$ cat src/rtl/ppi_pkg.sv
package ppi_pkg;
  localparam int BUS_W  = 8;
  localparam int ADDR_W = 2;
  localparam int NGRP   = 2;

  localparam logic [ADDR_W-1:0] SEL_PA  = 2'd0;
  localparam logic [ADDR_W-1:0] SEL_PB  = 2'd1;
  localparam logic [ADDR_W-1:0] SEL_PC  = 2'd2;
  localparam logic [ADDR_W-1:0] SEL_CTL = 2'd3;

  // stored bits 6:0 after reset: both groups direction mode, all inputs
  localparam logic [BUS_W-2:0] CTL_RESET = 7'h1B;

  typedef struct packed {
    logic mode1;
    logic port_in;
    logic half_in;
  } grp_cfg_t;

  typedef struct packed {
    logic       cfg_load;
    logic       wr_port;
    logic       wr_half;
    logic       rd_start;
    logic       rd_end;
    logic       bsr;
    logic [1:0] bit_sel;
    logic       bit_val;
  } grp_cmd_t;
endpackage

$ cat src/rtl/ppi_bus_if.sv
module ppi_bus_if
  import ppi_pkg::*;
(
  input  logic              clk,
  input  logic              rst_n,
  input  logic              cs_n,
  input  logic              rd_n,
  input  logic              wr_n,
  input  logic [ADDR_W-1:0] addr,
  output logic              rd_sel,
  output logic              wr_go,
  output logic              rd_go,
  output logic              rd_done,
  output logic [ADDR_W-1:0] rd_addr_q
);
  logic wr_sel, wr_q, rd_q;

  assign rd_sel  = ~cs_n & ~rd_n;
  assign wr_sel  = ~cs_n & ~wr_n;
  assign wr_go   = wr_sel & ~wr_q;
  assign rd_go   = rd_sel & ~rd_q;
  assign rd_done = rd_q & ~rd_sel;

  always_ff @(posedge clk) begin
    if (!rst_n) begin
      wr_q      <= 1'b0;
      rd_q      <= 1'b0;
      rd_addr_q <= '0;
    end else begin
      wr_q <= wr_sel;
      rd_q <= rd_sel;
      if (rd_go) rd_addr_q <= addr;
    end
  end
endmodule

$ cat src/rtl/ppi_ctrl.sv
module ppi_ctrl
  import ppi_pkg::*;
(
  input  logic                      clk,
  input  logic                      rst_n,
  input  logic                      wr_go,
  input  logic [ADDR_W-1:0]         addr,
  input  logic [BUS_W-1:0]          din,
  input  logic                      rd_go,
  input  logic                      rd_done,
  input  logic [ADDR_W-1:0]         rd_addr_q,
  output logic [BUS_W-2:0]          ctl_q,
  output grp_cfg_t [NGRP-1:0]       cfg,
  output grp_cmd_t [NGRP-1:0]       cmd
);
  logic ctl_wr;

  assign ctl_wr = wr_go && (addr == SEL_CTL);

  always_ff @(posedge clk) begin
    if (!rst_n)                ctl_q <= CTL_RESET;
    else if (ctl_wr && din[7]) ctl_q <= din[6:0];
  end

  // group 1: port P + upper half; group 0: port Q + lower half
  assign cfg[1].mode1   = ctl_q[6] | ctl_q[5];
  assign cfg[1].port_in = ctl_q[4];
  assign cfg[1].half_in = ctl_q[3];
  assign cfg[0].mode1   = ctl_q[2];
  assign cfg[0].port_in = ctl_q[1];
  assign cfg[0].half_in = ctl_q[0];

  for (genvar g = 0; g < NGRP; g++) begin : g_cmd
    localparam logic [ADDR_W-1:0] PSEL = (g == 1) ? SEL_PA : SEL_PB;
    assign cmd[g].cfg_load = ctl_wr & din[7];
    assign cmd[g].bsr      = ctl_wr & ~din[7] & (din[3] == 1'(g));
    assign cmd[g].bit_sel  = din[2:1];
    assign cmd[g].bit_val  = din[0];
    assign cmd[g].wr_port  = wr_go && (addr == PSEL);
    assign cmd[g].wr_half  = wr_go && (addr == SEL_PC);
    assign cmd[g].rd_start = rd_go && (addr == PSEL);
    assign cmd[g].rd_end   = rd_done && (rd_addr_q == PSEL);
  end
endmodule

$ cat src/rtl/ppi_group.sv
module ppi_group
  import ppi_pkg::*;
#(
  parameter int PORT_W = BUS_W
) (
  input  logic                     clk,
  input  logic                     rst_n,
  input  grp_cfg_t                 cfg,
  input  grp_cmd_t                 cmd,
  input  logic [PORT_W-1:0]        port_din,
  input  logic [PORT_W/2-1:0]      half_din,
  input  logic [PORT_W-1:0]        port_pin,
  input  logic [PORT_W/2-1:0]      half_pin,
  output logic [PORT_W-1:0]        port_out,
  output logic [PORT_W-1:0]        port_oe,
  output logic [PORT_W-1:0]        port_rd,
  output logic [PORT_W/2-1:0]      half_out,
  output logic [PORT_W/2-1:0]      half_oe,
  output logic [PORT_W/2-1:0]      half_rd
);
  localparam int HALF_W  = PORT_W / 2;
  localparam int HS_STB  = 0;
  localparam int HS_FLAG = 1;
  localparam int HS_IRQ  = 2;

  logic [PORT_W-1:0] out_lat, in_lat;
  logic [HALF_W-1:0] half_lat;
  logic ibf, obf, irq, inte, stb_q, stb_fall;

  assign stb_fall = stb_q & ~half_pin[HS_STB];

  always_ff @(posedge clk) begin
    if (!rst_n) begin
      out_lat  <= '0;
      in_lat   <= '0;
      half_lat <= '0;
      ibf      <= 1'b0;
      obf      <= 1'b0;
      irq      <= 1'b0;
      inte     <= 1'b0;
      stb_q    <= 1'b1;
    end else begin
      stb_q <= half_pin[HS_STB];
      if (cmd.cfg_load) begin
        out_lat  <= '0;
        half_lat <= '0;
        ibf      <= 1'b0;
        obf      <= 1'b0;
        irq      <= 1'b0;
        inte     <= 1'b0;
      end else begin
        if (cmd.wr_port) begin
          out_lat <= port_din;
          if (cfg.mode1 && !cfg.port_in) begin
            obf <= 1'b1;
            irq <= 1'b0;
          end
        end
        if (cmd.wr_half) half_lat <= half_din;
        if (cmd.bsr) begin
          if (cfg.mode1 && cmd.bit_sel == 2'(HS_STB)) inte <= cmd.bit_val;
          else                                     half_lat[cmd.bit_sel] <= cmd.bit_val;
        end
        if (cfg.mode1 && cfg.port_in) begin
          if (cmd.rd_start) irq <= 1'b0;
          if (cmd.rd_end)   ibf <= 1'b0;
          if (stb_fall) begin
            in_lat <= port_pin;
            ibf    <= 1'b1;
            if (inte) irq <= 1'b1;
          end
        end else if (cfg.mode1) begin
          if (stb_fall) begin
            obf <= 1'b0;
            if (inte) irq <= 1'b1;
          end
        end
      end
    end
  end

  assign port_oe  = {PORT_W{~cfg.port_in}};
  assign port_out = out_lat;
  assign port_rd  = cfg.port_in ? (cfg.mode1 ? in_lat : port_pin) : out_lat;

  always_comb begin
    half_oe  = {HALF_W{~cfg.half_in}};
    half_out = half_lat;
    if (cfg.mode1) begin
      half_oe[HS_STB]   = 1'b0;
      half_oe[HS_FLAG]  = 1'b1;
      half_oe[HS_IRQ]   = 1'b1;
      half_out[HS_FLAG] = cfg.port_in ? ibf : ~obf;
      half_out[HS_IRQ]  = irq;
    end
  end

  for (genvar i = 0; i < HALF_W; i++) begin : g_hrd
    assign half_rd[i] = half_oe[i] ? half_out[i] : half_pin[i];
  end
endmodule

$ cat src/rtl/ppi_core.sv
module ppi_core
  import ppi_pkg::*;
(
  input  logic              clk,
  input  logic              rst_n,
  input  logic              cs_n,
  input  logic              rd_n,
  input  logic              wr_n,
  input  logic [ADDR_W-1:0] addr,
  input  logic [BUS_W-1:0]  bus_in,
  output logic [BUS_W-1:0]  bus_out,
  output logic              bus_oe,
  input  logic [BUS_W-1:0]  pa_in,
  output logic [BUS_W-1:0]  pa_out,
  output logic [BUS_W-1:0]  pa_oe,
  input  logic [BUS_W-1:0]  pb_in,
  output logic [BUS_W-1:0]  pb_out,
  output logic [BUS_W-1:0]  pb_oe,
  input  logic [BUS_W-1:0]  pc_in,
  output logic [BUS_W-1:0]  pc_out,
  output logic [BUS_W-1:0]  pc_oe
);
  localparam int HALF_W = BUS_W / 2;

  logic rd_sel, wr_go, rd_go, rd_done;
  logic [ADDR_W-1:0] rd_addr_q;
  logic [BUS_W-2:0]  ctl_q;
  grp_cfg_t [NGRP-1:0] cfg;
  grp_cmd_t [NGRP-1:0] cmd;

  logic [BUS_W-1:0]  g_pin  [NGRP];
  logic [BUS_W-1:0]  g_out  [NGRP];
  logic [BUS_W-1:0]  g_oe   [NGRP];
  logic [BUS_W-1:0]  g_rd   [NGRP];
  logic [HALF_W-1:0] h_out  [NGRP];
  logic [HALF_W-1:0] h_oe   [NGRP];
  logic [HALF_W-1:0] h_rd   [NGRP];

  ppi_bus_if u_bus (
    .clk(clk), .rst_n(rst_n), .cs_n(cs_n), .rd_n(rd_n), .wr_n(wr_n),
    .addr(addr), .rd_sel(rd_sel), .wr_go(wr_go), .rd_go(rd_go),
    .rd_done(rd_done), .rd_addr_q(rd_addr_q)
  );

  ppi_ctrl u_ctrl (
    .clk(clk), .rst_n(rst_n), .wr_go(wr_go), .addr(addr), .din(bus_in),
    .rd_go(rd_go), .rd_done(rd_done), .rd_addr_q(rd_addr_q),
    .ctl_q(ctl_q), .cfg(cfg), .cmd(cmd)
  );

  assign g_pin[1] = pa_in;
  assign g_pin[0] = pb_in;

  for (genvar g = 0; g < NGRP; g++) begin : g_grp
    ppi_group #(.PORT_W(BUS_W)) u_grp (
      .clk(clk), .rst_n(rst_n), .cfg(cfg[g]), .cmd(cmd[g]),
      .port_din(bus_in),
      .half_din(bus_in[g*HALF_W +: HALF_W]),
      .port_pin(g_pin[g]),
      .half_pin(pc_in[g*HALF_W +: HALF_W]),
      .port_out(g_out[g]), .port_oe(g_oe[g]), .port_rd(g_rd[g]),
      .half_out(h_out[g]), .half_oe(h_oe[g]), .half_rd(h_rd[g])
    );
    assign pc_out[g*HALF_W +: HALF_W] = h_out[g];
    assign pc_oe[g*HALF_W +: HALF_W]  = h_oe[g];
  end

  assign pa_out = g_out[1];
  assign pa_oe  = g_oe[1];
  assign pb_out = g_out[0];
  assign pb_oe  = g_oe[0];

  assign bus_oe = rd_sel;

  always_comb begin
    bus_out = '0;
    if (rd_sel) begin
      unique case (addr)
        SEL_PA:  bus_out = g_rd[1];
        SEL_PB:  bus_out = g_rd[0];
        SEL_PC:  bus_out = {h_rd[1], h_rd[0]};
        default: bus_out = {1'b1, ctl_q};
      endcase
    end
  end
endmodule

$ cat config.mk
export PLATFORM = sky130hd
export DESIGN_NAME = ppi_core
export DESIGN_NICKNAME = d
export VERILOG_FILES = /design/src/rtl/ppi_pkg.sv /design/src/rtl/ppi_bus_if.sv /design/src/rtl/ppi_ctrl.sv /design/src/rtl/ppi_group.sv /design/src/rtl/ppi_core.sv
export SDC_FILE = /design/constraint.sdc
export NUM_CORES = 1
export LEC_CHECK = 0
export BUFFER_PORTS_ARGS = -buffer_cell sky130_fd_sc_hd__buf_4
export CORE_MARGIN = 2
export CORE_UTILIZATION = 40
export CTS_CLUSTER_SIZE = 25
export DETAILED_ROUTE_END_ITERATION = 10
export PLACE_DENSITY_LB_ADDON = 0.3
export SETUP_SLACK_MARGIN = 0.15
export SYNTH_ARGS = -nofsm -noshare
export SYNTH_HDL_FRONTEND = slang
export SYNTH_SLANG_ARGS = --single-unit
$ cat constraint.sdc
create_clock -name clk -period 2.15 [get_ports clk]
set_input_delay 0.5375 -clock clk [delete_from_list [all_inputs] [get_ports clk]]
set_output_delay 0.5375 -clock clk [all_outputs]
set_load 0.02 [all_outputs]
==> results of run 1 <==
## what timing repair did
| action | CTS | global route |
|---|---|---|
| resized for setup | 34 | 17 |
| gates cloned | 1 | 2 |
| setup endpoints to repair | 22 | 24 |
| pin swaps | 4 | 5 |
| buffers inserted | 3 | 7 |
## how the worst max path moves through the flow
stage / depth (start not counted) / slack (ns) / to
4_1_cts: 6 / -0.21 / bus_out[5]
2_1_floorplan: 5 / 0.11 / bus_out[5]
5_1_grt: 7 / -0.27 / bus_out[3]
6_report: 5 / -0.24 / bus_out[5]
3_5_place_dp: 7 / -0.04 / bus_out[5]
3_3_place_gp: 7 / -0.03 / bus_out[5]
## logic make-up after synthesis
logic type	Yosys count	share of synthesized area, %
buf+inv	57	9.14
mux	35	10.7
compound gates	107	21.9
flops	61	36.1
simple gates	161	22.1
## area by class of cell
class / count / area (sq um) / share of cell area (%)
clock buffer: 9 / 124 / 2.49
inverter: 11 / 52.6 / 1.06
tap: 105 / 131 / 2.64
sequential: 61 / 1230 / 24.8
timing repair inverter: 1 / 7.51 / 0.151
multi-input combinational: 303 / 2060 / 41.4
clock inverter: 7 / 90.1 / 1.81
timing repair buffer: 154 / 1280 / 25.7
## sequential cells by signal, indices dropped and copies added, names as in the netlist
register              count
g_grp.u_grp.in_lat       16
g_grp.u_grp.port_out     16
g_grp.u_grp.half_lat      8
u_ctrl.ctl_q              7
g_grp.u_grp.ibf           2
g_grp.u_grp.inte          2
g_grp.u_grp.irq           2
g_grp.u_grp.obf           2
g_grp.u_grp.stb_q         2
u_bus.rd_addr_q           2
u_bus.rd_q                1
u_bus.wr_q                1
## Yosys cell counts (all sizes together)
cell type	number	area, sq um
o22ai	3	18.8
and2	1	6.26
buf	32	215
nand3	8	40.0
a211o	1	8.76
nand4b	2	17.5
nor4b	1	15.0
and3	6	37.5
nand2b	4	25.0
clkbuf	14	52.6
nor2b	9	56.3
nor3	7	46.3
and4bb	1	12.5
nor4	1	6.26
o41ai	2	17.5
a311oi	7	61.3
or2	5	31.3
o2111ai	2	35.0
a21oi	33	165
o211ai	8	73.8
dfxtp	61	1220
a221oi	4	35.0
o21ai	17	85.1
mux2	10	113
mux2i	25	250
nand2	78	293
nand4	3	18.8
a311o	3	30.0
a211oi	7	52.6
a31o	2	17.5
o221a	3	33.8
inv	11	41.3
nor2	33	129
o21a	1	7.51
nand3b	1	7.51
or3	1	6.26
a31oi	9	56.3
o31ai	2	15.0
o221ai	3	26.3
## power by group through the flow
stage | registers [uW] | clock network (uW) | logic (uW)
2_1_floorplan | 1190 | 0 | 234
3_3_place_gp | 1190 | 0 | 434
3_5_place_dp | 1190 | 0 | 439
4_1_cts | 1160 | 1150 | 459
5_1_grt | 1170 | 1200 | 508
6_report | 1170 | 1140 | 478
## metal layers
| metal | up-vias | track usage [%] |
|---|---|---|
| met1 | 1761 | 35.6 |
| li1 | 1727 | - |
| met3 | 28 | 6.11 |
| met5 | - | 0 |
| met4 | 0 | 10.4 |
| met2 | 169 | 43.6 |
## critical path: cells and delay by family, from the launching register on
family | cells | cell delay, ns
buf+inv | 2 | 0.36
compound gates | 3 | 0.81
flops | 1 | 0.33
## per-stage QoR
stage	setup TNS (ns)	worst slack (ns)	hold WS [ns]	utilization, %
finish	-1.37	-0.237	0.362	60.5
floorplan	0	0.109	0.443	-
detailed placement	-0.109	-0.0426	0.468	54.2
global route	-1.82	-0.267	0.355	60.5
CTS	-1.32	-0.208	0.355	58.7
global placement	-0.0315	-0.0314	0.458	54.2
==> key figures, run 1 <==
Outcome
  – Outcome: finished with violations
  – Failing checks: setup timing

Pwr
  – Internal power: around 2000 uW
  – Cell leakage power: approximately 0.0022 uW
  – Logic pwr share: approximately 17%
  – Clock power share: 41.0%
  – Total power: around 2800 uW
  – NetSw: just under 800 uW
  – Pwr dens: ~560 nW/um^2
  – Sw Ratio: between 20 and 30%
  – VDD IR-drop max: 0.306 mV
  – Reg power frac: 41.8%

Cells and area
  – Most common cell after layout, fill and taps aside: buf_4
  – Nets: 580
  – # diodes: 0
  – Most frequent cells in the layout: buf_4, nand2_1, dfxtp_1, a21oi_1, nor2_1
  – FILL cells: between 700 and 800
  – Proportion of layout cells with a drive suffix above 1: between 40% and 50%
  – Post-route insts no fill: roughly 650
  – Area Overhead vs Synth: 47.1%
  – Final instance area: approximately 5000 sq um

Clock network
  – Worst skew pair latency: around 0.35 ns
  – Num CTS Buffers: 9
  – TritonCTS clock tree: yes
  – Clock Path Buffers: 2
  – CTS Root Cell: clkbuf_8
  – Htree depth: 3
  – Hold_buf cts: 0
  – Clock sink count: 61
  – Worst-path clk slew: 0.07 ns

Hold path
  – Hold Startpoint: wr_n
  – Worst Hold End: u_bus.wr_q
  – Hold WC Path Type: input pin to flip-flop
  – Hold path cells: 2

Synthesis
  – Syn Nets: 460
  – Yosys reg bits: a little over 60
  – Synth Cell Area: ~3400 sq um
  – Yosys cell types: 47
  – Sequential fraction of the synthesis area: 36.1%
  – Syn_area_per_cell: about 8.0 sq um
  – Synth Instances: around 420
  – Yosys warnings: 0

Global routing
  – First-pass GRT wire length: approximately 19000 um
  – Vias in the first global route: roughly 3500
  – GRT overflow: 0
  – Gr usage total: 27.2%
  – Initial antenna violation count: 0
  – Largest net degree at the start of global routing: 24

Floorplan
  – Die H: 95.9 um
  – Die Footprint: between 9000 and 10000 sq um
  – Initial core utilization: between 40% and 50%
  – Top-Level Pins: 96
  – Die width: ~96 um
  – Core footprint: 8220 sq um
  – Rows: 33

STA
  – FMAX: about 420 MHz
  – Crit share post-route: 111%
  – RSZ-0062 raised after global routing: true
  – Final setup skew: about 0.0054 ns
  – Post-layout minimum cycle time: around 2.4 ns
  – Slew headroom: a little under three quarters
  – Setup WS post-layout: -0.237 ns
  – Final hold vios: 0
  – Final setup vio count: 8
  – Final slew viol count: 0
  – Worst slew pin tran: roughly 0.43 ns

Worst setup path
  – Most frequent CP cell: buf_4
  – Crit path from: u_ctrl.ctl_q[4]
  – Critical Path End Type: output pin
  – CP startpoint kind: flip-flop
  – RR Startpoint: u_bus.wr_q
  – Worst r2r dst: g_grp[1].u_grp.half_lat[2]
  – WS Path Type: flip-flop to output pin
  – Cell Chain, Critical Path: o21ai_0, a311oi_2, buf_4, o41ai_4, buf_4
  – Worst EP required: approximately 1.6 ns
  – Arr. time, crit path: approximately 1.9 ns
  – Flop-to-flop setup slack: just over 0.5 ns
  – Maximum fanout along the worst path: 3
  – Worst Reg-to-Reg Cells: 5
  – Slowest-stage cell, CP: o21ai_0
  – Worst path max stage delay: 0.38 ns

Routing
  – Residual DRC: 0
  – WL met2: 5820 um
  – WL met3: ~940 um
  – Wire per inst: approximately 19 um
  – Vias: around 3700
  – Final WL: ~12000 um
  – Drt via density: between 5 and 6
  – 1st-iter DRT viols: around 330
  – Initial DRT Pass Iterations: 5
  – Highest routed metal layer: met4
  – M1 WL: approximately 5400 um
  – Detail Route Antenna Nets: 0

Place
  – Final HPWL DP: 9020 um
  – Dpl cells: between 600 and 700
  – Dpl cell area: approximately 4500 sq um
  – Gpl congestion: around 0.95
  – Port bufs: 95

Run
  – MaxCap Viol Count: 0
Power figures use the tool's default switching activity.
==> run 2, diff against run 1 <==
--- a/config.mk
+++ b/config.mk
@@ -7,7 +7,7 @@
 export LEC_CHECK = 0
 export BUFFER_PORTS_ARGS = -buffer_cell sky130_fd_sc_hd__buf_4
 export CORE_MARGIN = 2
-export CORE_UTILIZATION = 40
+export CORE_UTILIZATION = 46
 export CTS_CLUSTER_SIZE = 25
 export DETAILED_ROUTE_END_ITERATION = 10
 export PLACE_DENSITY_LB_ADDON = 0.3
==> key figures, run 2 (synthesis gave the netlist of run 1 again) <==
STA
  – Final setup vio count: 9 (+1)
  – Final slew viol count: 0 (unchanged)
  – Slew headroom: 71.5% (+0.13 points)
  – Worst slew pin tran: 0.427 ns (+0.00166 ns)
  – Crit share post-route: 111% (-0.50 points)
  – Setup WS post-layout: -0.226 ns (+0.0107 ns)
  – Post-layout minimum cycle time: 2.38 ns (-0.0107 ns)
  – RSZ-0062 raised after global routing: true
  – Final hold vios: 0 (unchanged)
  – FMAX: 421 MHz (+0.45%)
  – Final setup skew: 0.00691 ns (+0.00154 ns)

Floorplan
  – Die H: 89.7 um (-6.5%)
  – Die Footprint: 8050 sq um (-13%)
  – Core footprint: 7180 sq um (-13%)
  – Top-Level Pins: 96 (unchanged)
  – Rows: 31 (-6.1%)
  – Initial core utilization: 47.1% (+6.0 points)
  – Die width: 89.7 um (-6.5%)

Clock network
  – Clock sink count: 61 (unchanged)
  – Htree depth: 3 (unchanged)
  – Worst skew pair latency: 0.35 ns (about the same)
  – Clock Path Buffers: 2 (unchanged)
  – Hold_buf cts: 0 (unchanged)
  – CTS Root Cell: clkbuf_8
  – Num CTS Buffers: 9 (unchanged)
  – TritonCTS clock tree: yes
  – Worst-path clk slew: 0.08 ns (about the same)

Worst setup path
  – Arr. time, crit path: 1.84 ns (about the same)
  – WS Path Type: flip-flop to output pin
  – Most frequent CP cell: buf_4
  – Worst EP required: 1.61 ns (about the same)
  – RR Startpoint: u_ctrl.ctl_q[2]
  – Cell Chain, Critical Path: or2_4, nor3_2, a311oi_1, buf_4, o41ai_4, buf_4
  – Crit path from: u_ctrl.ctl_q[5]
  – Slowest-stage cell, CP: dfxtp_2
  – Critical Path End Type: output pin
  – Maximum fanout along the worst path: 4 (+1)
  – Worst Reg-to-Reg Cells: 10 (+5)
  – Worst path max stage delay: 0.33 ns (-0.05 ns)
  – CP startpoint kind: flip-flop

Hold path
  – Hold path cells: 2 (unchanged)
  – Hold WC Path Type: input pin to flip-flop
  – Hold Startpoint: wr_n

Global routing
  – Gr usage total: 29.0% (+1.8 points)
  – First-pass GRT wire length: 18500 um (-0.52%)
  – Vias in the first global route: 3531 (+1.0%)
  – GRT overflow: 0 (unchanged)
  – Largest net degree at the start of global routing: 26 (+8.3%)
  – Initial antenna violation count: 0 (unchanged)

Pwr
  – NetSw: 800 uW (+2.6%)
  – Pwr dens: 557 nW/um^2 (-0.58%)
  – VDD IR-drop max: 0.334 mV (+9.4%)
  – Logic pwr share: 17.2% (about the same)
  – Reg power frac: 41.2% (-0.6 points)
  – Internal power: 2030 uW (+0.89%)
  – Cell leakage power: 0.00223 uW (+2.7%)
  – Sw Ratio: 28.3% (+0.34 points)
  – Clock power share: 41.6% (+0.6 points)

Cells and area
  – Most frequent cells in the layout: buf_4, nand2_1, dfxtp_1, a21oi_1, nor2_1
  – Final Util: 70.7% (+10 points)
  – # diodes: 0 (unchanged)
  – Proportion of layout cells with a drive suffix above 1: 43.9% (+1.6 points)
  – Area Overhead vs Synth: 50.0%
  – Nets: 587 (+1.2%)
  – Most common cell after layout, fill and taps aside: buf_4
  – Final instance area: 5070 sq um (+2.0%)
  – FILL cells: 562 (-22%)

Outcome
  – Failing checks: setup timing
  – Outcome: finished with violations

Place
  – Port bufs: 95 (unchanged)
  – Dpl cell area: 4510 sq um (+1.2%)
  – Final HPWL DP: 8680 um (-3.8%)
  – Gpl congestion: 0.917 (-3.5%)

Routing
  – Residual DRC: 0 (unchanged)
  – Vias: 3741 (+1.5%)
  – Detail Route Antenna Nets: 0 (unchanged)
  – 1st-iter DRT viols: 306 (-7.8%)
  – Drt via density: 5.74 (+1.4%)
  – Initial DRT Pass Iterations: 5 (unchanged)
  – Final WL: 12000 um (-3.5%)
  – Wire per inst: 18.4 um (-3.7%)

Run
  – MaxCap Viol Count: 0 (unchanged)
[run 2: final cells by class]
| cell class | instances | area [sq um] | area share (%) |
|---|---|---|---|
| repair buffers | 162 | 1340 | 26.4 |
| clock inverters | 7 | 100 | 1.97 |
| inverters | 11 | 52.6 | 1.04 |
| flip-flops and latches | 61 | 1240 | 24.4 |
| well taps | 99 | 124 | 2.44 |
| clock buffers | 9 | 124 | 2.44 |
| multi-input cells | 303 | 2090 | 41.3 |
[run 2: routing by layer]
layer	vias up	global-route usage (%)	wire length, um
li1	1737	-	-
met1	1804	38.7	4980
met2	182	48.0	5810
met3	18	4.27	979
met4	0	10.4	222
met5	-	0	0
[run 2: path summary, 6_finish.rpt]
path	slack [ns]	to
worst max-delay path	-0.23	bus_out[5]
worst min register to register	0.48	u_bus.rd_addr_q[1]
worst min-delay path	0.36	u_bus.wr_q
worst max register to register	0.39	g_grp[0].u_grp.in_lat[6]
[run 2: power by group through the flow]
stage | logic, uW | clock network, uW | registers [uW]
detailed placement | 444 | 0 | 1190
finish | 487 | 1170 | 1160
global route | 516 | 1220 | 1160
floorplan | 234 | 0 | 1190
CTS | 461 | 1170 | 1160
global placement | 441 | 0 | 1190
[run 2: worst max-delay path, delay by kind of cell (launching register included)]
family,cells,cell delay [ns]
compound gates,2,0.35
flops,1,0.33
simple gates,2,0.45
buf+inv,2,0.35
[run 2: metrics by stage]
stage | setup slack [ns] | hold slack [ns] | power (uW) | setup TNS [ns] | cells
CTS | -0.204 | 0.355 | 2800 | -1.36 | 648
global route | -0.249 | 0.366 | 2900 | -1.74 | 652
global placement | -0.0132 | 0.459 | 1630 | -0.0253 | 624
detailed placement | -0.0491 | 0.464 | 1640 | -0.0963 | 624
floorplan | 0.109 | 0.443 | 1420 | 0 | 421
finish | -0.226 | 0.360 | 2830 | -1.35 | 652
[run 2: repair_timing]
action | in CTS | in global routing
buffers inserted | 7 | 4
pin swaps | 5 | 14
gates cloned | 1 | 0
gates resized for setup | 30 | 38
setup endpoints to repair | 13 | 19
==> run 3, diff against run 2 <==
--- a/config.mk
+++ b/config.mk
@@ -6,12 +6,14 @@
 export NUM_CORES = 1
 export LEC_CHECK = 0
 export BUFFER_PORTS_ARGS = -buffer_cell sky130_fd_sc_hd__buf_4
+export CAP_MARGIN = 10
 export CORE_MARGIN = 2
-export CORE_UTILIZATION = 46
+export CORE_UTILIZATION = 53
 export CTS_CLUSTER_SIZE = 25
 export DETAILED_ROUTE_END_ITERATION = 10
 export PLACE_DENSITY_LB_ADDON = 0.3
 export SETUP_SLACK_MARGIN = 0.15
 export SYNTH_ARGS = -nofsm -noshare
 export SYNTH_HDL_FRONTEND = slang
+export SYNTH_HIERARCHICAL = 1
 export SYNTH_SLANG_ARGS = --single-unit
==> key figures, run 3 <==
Synthesis
  – Synth top area share: 33.2% (-3.0 points)
  – Sequential fraction of the synthesis area: 33.2% (-3.0 points)
  – Post-synth EDFFs: 0 (unchanged)
  – Most used flip-flop cell after synthesis: dfxtp_1
  – Largest cells by area after synthesis: dfxtp_1, mux2i_1, buf_4
  – Yosys warnings: 6 (+6)
  – Yosys cell types: 39 (-17%)
  – Synth Instances: 414 (-1.7%)
  – Most common cell in the netlist: mux2i_1
  – Yosys top cell by area: dfxtp_1
  – Commonest cells post-synth: mux2i_1, dfxtp_1, nand2_1, nor2_1, buf_4
  – Syn_area_per_cell: 8.90 sq um (+11%)
  – Synth Cell Area: 3680 sq um (+9.0%)
  – Yosys reg bits: 61 (unchanged)
  – Syn Nets: 453 (-1.5%)
  – Ys async rst share: 0% (unchanged)

Clock network
  – CTS Root Cell: clkbuf_8
  – Num CTS Buffers: 9 (unchanged)
  – Clock Path Buffers: 2 (unchanged)
  – TritonCTS clock tree: yes
  – Worst skew pair latency: 0.34 ns (about the same)
  – Htree depth: 3 (unchanged)
  – Worst-path clk slew: 0.07 ns (about the same)
  – Clock sink count: 61 (unchanged)
  – Hold_buf cts: 0 (unchanged)

STA
  – Final slew viol count: 0 (unchanged)
  – Setup WS post-layout: -0.363 ns (-0.137 ns)
  – Final setup skew: 0.0103 ns (+0.00334 ns)
  – Worst slew pin tran: 0.432 ns (+0.00537 ns)
  – Final setup vio count: 8 (-1)
  – WHS: 0.386 ns (+0.0253 ns)
  – Sum Neg Setup Slack: -2.22 ns (-0.871 ns)
  – Crit share post-route: 117% (+6.4 points)
  – Final hold vios: 0 (unchanged)
  – FMAX: 398 MHz (-5.4%)
  – Slew headroom: 71.2% (-0.30 points)
  – Post-layout minimum cycle time: 2.51 ns (+0.137 ns)
  – RSZ-0062 raised after global routing: true

Routing
  – Detail Route Antenna Nets: 0 (unchanged)
  – 1st-iter DRT viols: 154 (-50%)
  – Wire per inst: 16.9 um (-7.9%)
  – Residual DRC: 0 (unchanged)
  – Vias: 3264 (-13%)
  – Initial DRT Pass Iterations: 4 (-1)
  – Final WL: 9850 um (-18%)
  – Drt via density: 5.61 (-2.3%)

Pwr
  – Internal power: 1940 uW (-4.4%)
  – Reg power frac: 44.3% (+3.1 points)
  – Cell leakage power: 0.00207 uW (-7.1%)
  – Sw Ratio: 26.2% (-2.1 points)
  – Pwr dens: 549 nW/um^2 (-1.4%)
  – Logic pwr share: 16.2% (-1.0 points)
  – NetSw: 689 uW (-14%)
  – Clock power share: 39.5% (-2.1 points)
  – VDD IR-drop max: 0.364 mV (+8.8%)

Place
  – Dpl cells: 564 (-9.6%)
  – Final HPWL DP: 7230 um (-17%)
  – Port bufs: 95 (unchanged)
  – Gpl congestion: 0.899 (-1.9%)

Floorplan
  – Rows: 30 (-3.2%)
  – Initial core utilization: 54.5% (+7.4 points)
  – Die Footprint: 7630 sq um (-5.2%)
  – Die H: 87.4 um (-2.6%)
  – Core footprint: 6760 sq um (-5.8%)
  – Die width: 87.4 um (-2.6%)
  – Top-Level Pins: 96 (unchanged)

Hold path
  – Hold Startpoint: wr_n
  – Hold WC Path Type: input pin to flip-flop

Cells and area
  – Proportion of layout cells with a drive suffix above 1: 39.0% (-4.9 points)
  – # diodes: 0 (unchanged)
  – Most frequent cells in the layout: buf_4, mux2i_1, dfxtp_1, nand2_1, nor2_1
  – Post-route insts no fill: 582 (-11%)
  – FILL cells: 522 (-7.1%)
  – Final Util: 70.8% (+0.088 points)
  – Nets: 537 (-8.5%)
  – Area Overhead vs Synth: 29.8%
  – Most common cell after layout, fill and taps aside: buf_4

Outcome
  – Outcome: finished with violations
  – Failing checks: setup timing

Worst setup path
  – Arr. time, crit path: 1.98 ns (+0.14 ns)
  – Maximum fanout along the worst path: 6 (+2)
  – Crit path from: u_ctrl/ctl_q[6]
  – Critical Path End Type: output pin
  – CP startpoint kind: flip-flop
  – Worst EP required: 1.61 ns (about the same)
  – WS Path Type: flip-flop to output pin
  – RR Startpoint: u_bus/wr_q

Run
  – MaxCap Viol Count: 0 (unchanged)

Global routing
  – Initial antenna violation count: 0 (unchanged)
  – Vias in the first global route: 3081 (-13%)
  – GRT overflow: 0 (unchanged)
  – First-pass GRT wire length: 14900 um (-19%)
  – Largest net degree at the start of global routing: 35 (+35%)
  – Gr usage total: 25.6% (-3.4 points)
[run 3: cell count changes after synthesis, sizes merged, moves of 6 or more]
cell    before  now
o211ai       8    2
a21oi       33   20
clkbuf      14    4
mux2i       25   83
o21ai       17    6
nand2       78   53
a311oi       7    0
a31oi        9    2
nor2        33   47
and3         6    0
buf         32   51
[run 3: per-stage QoR]
stage / power, uW / worst slack [ns] / cell area (sq um)
3_5_place_dp: 1590 / -0.0359 / 4470
4_1_cts: 2630 / -0.365 / 4760
2_1_floorplan: 1430 / 0.0327 / 3800
6_report: 2630 / -0.363 / 4780
5_1_grt: 2720 / -0.419 / 4780
3_3_place_gp: 1590 / 0.0101 / 4470
[run 3: power by group through the flow]
stage | Sequential, uW | Clock [uW] | Combinational [uW]
after detailed placement | 1190 | 0 | 403
after global placement | 1190 | 0 | 397
final | 1160 | 1040 | 425
after floorplan | 1190 | 0 | 234
after global routing | 1170 | 1100 | 452
after CTS | 1160 | 1050 | 418
[run 3: critical path: stages, from the launching register on]
cell	delay (ns)
dfxtp_2	0.32
or2_4	0.29
mux2_4	0.31
mux2_4	0.27
mux2i_1	0.16
o22ai_2	0.10
buf_6	0.16
[run 3: area by class of cell]
class | instances | area (sq um) | area share, %
multi-input cells | 290 | 2200 | 46.0
clock buffers | 11 | 151 | 3.17
inverters | 8 | 30.0 | 0.628
repair buffers | 128 | 1030 | 21.5
clock inverters | 4 | 47.5 | 0.995
flip-flops and latches | 61 | 1220 | 25.6
well taps | 80 | 100 | 2.09
[run 3: kinds of logic (layout without fill, tap and decap cells)]
family	Yosys count	in the layout	synth area share (%)
compound gates	44	44	7.47
buf+inv	63	151	11.4
flops	61	61	33.2
mux	94	94	26.0
simple gates	152	152	21.9
[run 3: final timing paths]
| kind | endpoint | slack (ns) | cells past startpoint |
|---|---|---|---|
| max | bus_out[6] | -0.36 | 6 |
| min | u_bus/wr_q | 0.39 | 2 |
| max reg2reg | g_grp[1].u_grp/half_lat[0] | 0.37 | 6 |
| min reg2reg | g_grp[1].u_grp/in_lat[4] | 0.46 | 2 |
[run 3: what timing repair did]
| item | CTS | global route |
|---|---|---|
| gates resized for setup | 17 | 6 |
| setup endpoints to repair | 9 | 12 |
| pin swaps | 9 | 0 |
| gates cloned | 0 | 0 |
| setup buffers | 3 | 0 |
[run 3: routing by layer]
metal	global-route usage (%)	vias to the layer above	share of wire, %
li1	-	1578	-
met1	33.0	1563	44
met2	41.9	109	48
met3	4.55	14	5.9
met4	10.9	0	2.0
met5	0	-	0
